`config.mk`:
```
export PLATFORM = sky130hd
export DESIGN_NAME = exc_entry
export DESIGN_NICKNAME = d
export VERILOG_FILES = /design/src/rtl/exc_entry.sv
export SDC_FILE = /design/constraint.sdc
export NUM_CORES = 1
export LEC_CHECK = 0
export BUFFER_PORTS_ARGS = -buffer_cell sky130_fd_sc_hd__buf_2
export CAP_MARGIN = 0
export CELL_PAD_IN_SITES_DETAIL_PLACEMENT = 1
export CELL_PAD_IN_SITES_GLOBAL_PLACEMENT = 1
export CORE_ASPECT_RATIO = 1.4
export CORE_MARGIN = 8
export CORE_UTILIZATION = 30
export CTS_CLUSTER_DIAMETER = 200
export DETAILED_ROUTE_END_ITERATION = 6
export PLACE_DENSITY_LB_ADDON = 0.1
export RECOVER_POWER = 25
export SETUP_SLACK_MARGIN = 0.05
export SYNTH_ARGS = -nofsm -noshare
export SYNTH_HDL_FRONTEND = slang
export SYNTH_SLANG_ARGS = --single-unit
```
`constraint.sdc`:
```
create_clock -name clk -period 1.6 [get_ports clk]
set_input_delay 0.08 -clock clk [delete_from_list [all_inputs] [get_ports clk]]
set_output_delay 0.08 -clock clk [all_outputs]
set_load 0.05 [all_outputs]
```
`src/rtl/exc_entry.sv`:
```
module exc_entry #(
  parameter int              TYPE_W        = 12,
  parameter logic [31:0]     SAVE_MASK     = 32'h87C0_FFFF,
  parameter logic [31:0]     VEC_SAVE_MASK = 32'h0000_FF73,
  parameter logic [31:0]     RI_MASK       = 32'h0000_0002,
  parameter logic [31:0]     ME_MASK       = 32'h0000_1000,
  parameter logic [31:0]     NEXT_MASK     = 32'h0001_0000,
  parameter logic [TYPE_W-1:0] T_MCHK  = 12'h200,
  parameter logic [TYPE_W-1:0] T_DSTOR = 12'h300,
  parameter logic [TYPE_W-1:0] T_ISTOR = 12'h400,
  parameter logic [TYPE_W-1:0] T_EXT   = 12'h500,
  parameter logic [TYPE_W-1:0] T_PROG  = 12'h700,
  parameter logic [TYPE_W-1:0] T_NOFPU = 12'h800,
  parameter logic [TYPE_W-1:0] T_DEC   = 12'h900,
  parameter logic [TYPE_W-1:0] T_SCALL = 12'hC00,
  parameter logic [TYPE_W-1:0] T_TRACE = 12'hD00,
  parameter logic [TYPE_W-1:0] T_FPAST = 12'hE00,
  parameter logic [TYPE_W-1:0] T_NOVEC = 12'hF20
) (
  input  logic              clk,
  input  logic              rst_n,
  input  logic              req_valid,
  input  logic [TYPE_W-1:0] req_type,
  input  logic [31:0]       req_flags,
  input  logic [31:0]       req_addr,
  input  logic [31:0]       cur_pc,
  input  logic [31:0]       next_pc,
  input  logic [31:0]       msr,
  output logic [31:0]       save_pc,
  output logic [31:0]       save_msr,
  output logic [31:0]       fault_addr,
  output logic [31:0]       fault_stat,
  output logic [31:0]       vector_pc,
  output logic              accepted,
  output logic              msr_clear,
  output logic              tlb_inval,
  output logic              error,
  output logic              mchk_off
);

  localparam int PAD_W = 32 - TYPE_W;

  logic        known, use_next, merge_flags, force_ri, is_dfault;
  logic [31:0] keep_mask;

  always_comb begin
    known       = 1'b1;
    use_next    = 1'b0;
    merge_flags = 1'b0;
    force_ri    = 1'b0;
    is_dfault   = 1'b0;
    keep_mask   = SAVE_MASK;
    case (req_type)
      T_MCHK:  force_ri = 1'b1;
      T_DSTOR: is_dfault = 1'b1;
      T_ISTOR: merge_flags = 1'b1;
      T_PROG: begin
        merge_flags = 1'b1;
        use_next    = |(req_flags & NEXT_MASK);
      end
      T_SCALL: use_next = 1'b1;
      T_NOVEC: keep_mask = VEC_SAVE_MASK;
      T_EXT, T_NOFPU, T_DEC, T_TRACE, T_FPAST: ;
      default: known = 1'b0;
    endcase
  end

  wire take = req_valid && known;
  wire [31:0] status_nxt = (msr & keep_mask)
                         | (merge_flags ? req_flags : 32'h0)
                         | (force_ri ? RI_MASK : 32'h0);
  wire [31:0] ret_nxt = use_next ? next_pc : cur_pc;
  wire        me_clear = (msr & ME_MASK) == 32'h0;

  always_ff @(posedge clk) begin
    if (!rst_n) begin
      save_pc    <= '0;
      save_msr   <= '0;
      fault_addr <= '0;
      fault_stat <= '0;
      vector_pc  <= '0;
      accepted   <= 1'b0;
      msr_clear  <= 1'b0;
      tlb_inval  <= 1'b0;
      error      <= 1'b0;
      mchk_off   <= 1'b0;
    end else begin
      accepted  <= take;
      msr_clear <= take;
      tlb_inval <= take;
      error     <= req_valid && !known;
      mchk_off  <= take && force_ri && me_clear;
      if (take) begin
        save_pc   <= ret_nxt;
        save_msr  <= status_nxt;
        vector_pc <= {{PAD_W{1'b0}}, req_type};
      end
      if (take && is_dfault) begin
        fault_addr <= req_addr;
        fault_stat <= req_flags;
      end
    end
  end

endmodule

```
==> run summary <==
Filler cells: 2331
Post-synth cell types: 38
Post-Place Cell Area: 0.007626 mm2
Avg Cell Area, Syn: 8.288 um2
Post-Route Utilization: 50.99%
Max cap viols: 0
Max-slew violation count: 0
WHS: 0.03160 ns
Post-CTS sizing: 0
Post-route cell area: 0.009684 mm2
Cell internal pwr: 6.635 mW
Initial Util: 30.15%
Detail Placement HPWL: 16580 um
Fmax: 690.4 MHz
Die area: 0.02383 mm2
DRC: 0
Port Buf Inserts: 309
Post-synthesis cell area: 0.005727 mm2
Slew HR: 54.30%
Fin crit period: 1.448 ns
Clock skew: 0 ns
GR Layer Usage met2: 37.23%
Seq/Total Area, Yosys: 49.99%
Fin cells: 1406
#FFs+latches synth: 143
Largest net degree at the start of global routing: 64
Die Y-Extent: 179.5 um
Switching pwr: 1.986 mW
Antenna Nets Post-Route: 0
CTS Sinks: 143
CTS Buf Count: 17
Post-Synthesis Cells: 691
Worst Path Max Fanout: 32
Area grow syn2layout: 69.11%
Fin crit share: 90.53%
Crit Path Category: input port to register
Initial drt markers: 297
Yosys warns: 0
GPL Wtd Cong: 0.7536
Final net count: 1321
Longest Clk Path Bufs: 2
Via count: 6554
P_leak: 4.184 nW
Final hold viol count: 0
GRT Total Usage: 20.93%
Via density per instance: 4.661
CTS tree: done
GRT overflow: 0
Clock root cell: clkbuf_16
First-pass DRT Iterations: 5
Core box area: 0.01899 mm2
Multi-input logic area: 0.002502 mm2
Initial antenna violation count: 1
Reg power frac: 41.4%
Peak VDD IR: 0.0006228 V
Worst EP arrival: 1.80 ns
Worst setup EP type: register
Worst skew pair latency: 0.42 ns
Gate power share: 9.6%
Total power: 8.621 mW
P per Cell Area: 890.3 mW/mm2
Crit start category: input port
Status: completed
First-pass GRT wire length: 40260 um
Switching Fraction: 23.04%
Wirelength, routed: 25170 um
Hold crit path type: input port to register
Avg WL per Cell: 17.90 um
Register Area: 0.002863 mm2
Reg clk slew, reported paths: 0.07 ns
Final TNS setup: 0 ns
Layout cells sized above 1: 26.19%
Row count: 60
Setup slack after layout: 0.1515 ns
Clock network fraction of total power: 49.0%
Crit path required time: 1.95 ns
Vias in the first global route: 7258
Grt peak-use layer: met2
GR Util met3: 7.227%
RSZ-0062 raised after global routing: no
Setup violators final: 0
Pre-CTS WS: -0.1195 ns
Grt met1 use: 22.16%
Worst slew pin tran: 0.6884 ns
H-tree depth: 4
I/O pins: 340
Die X: 132.8 um
Placed cells: 1222
-- Yosys cell counts --
library cell  instances  area, um2
clkbuf_1             20      75.07
or2_2                 1      6.260
buf_1                 1      3.750
and4b_1               2      20.02
o21ai_1              22      110.1
nor2_2                1      6.260
a31oi_1              32      200.2
nand4_1               1      6.260
a211oi_1              4      30.03
nand3_1              12      60.06
nand4b_1              1      8.760
a211o_1               1      8.760
a22o_1                1      8.760
and3_1                7      43.79
nor2_1               16      60.06
clkbuf_2              1      5.000
inv_1                 1      3.750
a31oi_2               1      12.51
nor3_1                2      10.01
nor4_2                1      12.51
conb_1                1      3.750
and2_1                3      18.77
nor2b_1               1      6.260
buf_6                 1      11.26
dfxtp_1             143       2863
and3b_1               1      8.760
buf_4                29      217.7
nand2b_1              2      12.51
a221oi_1             10      87.58
o21ai_0              32      160.2
buf_2                26      130.1
a32oi_1               1      8.760
a21oi_1              18      90.09
o2111a_1              1      11.26
a31o_1                1      8.760
nand2_1             214      803.3
a21boi_0             47      352.8
a21boi_1             32      240.2
-- repair_timing --
action / CTS / global route
hold endpoints to repair: 132 / 0
buffers inserted: 0 / 0
hold buffers: 153 / 0
-- path summary, 6_finish.rpt --
kind              depth (start not counted)            to  slack, ns           from
setup / recovery                          8    save_pc[9]       0.15  req_flags[16]
hold / removal                            4  vector_pc[8]       0.03    req_type[8]
hold reg to reg                           2  save_msr[16]       0.45   save_msr[16]
setup reg to reg                          2    save_pc[9]       0.87     save_pc[9]
-- kinds of logic after synthesis --
| kind of cell | count (synthesis) | synth area share [%] |
|---|---|---|
| compound gates | 203 | 23.22 |
| buf+inv | 79 | 7.800 |
| flops | 143 | 49.99 |
| other cells | 1 | 0.06548 |
| simple gates | 265 | 18.92 |
-- metal layers --
metal  up-vias  share of wire [%]
met4         0                2.6
met5         -                  0
met2       244                 51
li1       3218                  -
met1      3050                 39
met3        42                7.4
-- power by group through the flow --
stage | logic [mW] | clock network (mW) | registers (mW)
final | 0.830 | 4.23 | 3.57
after global routing | 0.889 | 4.50 | 3.56
after CTS | 0.811 | 4.35 | 3.56
after detailed placement | 0.512 | 0 | 3.64
after global placement | 0.508 | 0 | 3.64
after floorplan | 0.250 | 0 | 3.66
-- critical path: stages --
cell and delay (ns):
dlygate4sd3_1 0.54, buf_2 0.13, nor2b_1 0.13, a22o_1 0.17
and4b_1 0.26, buf_12 0.21, nand2_1 0.08, a31oi_1 0.18
-- cells in the final DEF (no fill, tap or decap), drive strengths merged, types with 3 or more instances in the layout --
| cell type | synthesis | layout |
|---|---|---|
| a211oi | 4 | 4 |
| conb | 1 | 20 |
| and2 | 3 | 3 |
| dfxtp | 143 | 143 |
| bufinv | 0 | 4 |
| a21oi | 18 | 18 |
| nand3 | 12 | 12 |
| clkbuf | 21 | 90 |
| a21boi | 79 | 79 |
| a221oi | 10 | 10 |
| and3 | 7 | 7 |
| nor2 | 17 | 17 |
| a31oi | 33 | 33 |
| nand2 | 214 | 214 |
| dlygate4sd3 | 0 | 153 |
| buf | 57 | 270 |
| o21ai | 54 | 54 |
| inv | 1 | 4 |
| clkinvlp | 0 | 4 |
-- flip-flops by register name (all words and copies together) (netlist names) --
signal	flops
error	1
fault_addr	32
fault_stat	32
mchk_off	1
save_msr	32
save_pc	32
tlb_inval	1
vector_pc	12
-- area by class of cell --
cell class,instances,share of cell area [%]
tap,248,3.204
inverter,1,0.03876
antenna,1,0.02584
multi-input combinational,488,25.84
clock buffer,18,4.432
sequential,143,29.56
timing repair buffer,495,34.99
clock inverter,12,1.912
No activity file was read; power rests on OpenSTA's default activity.
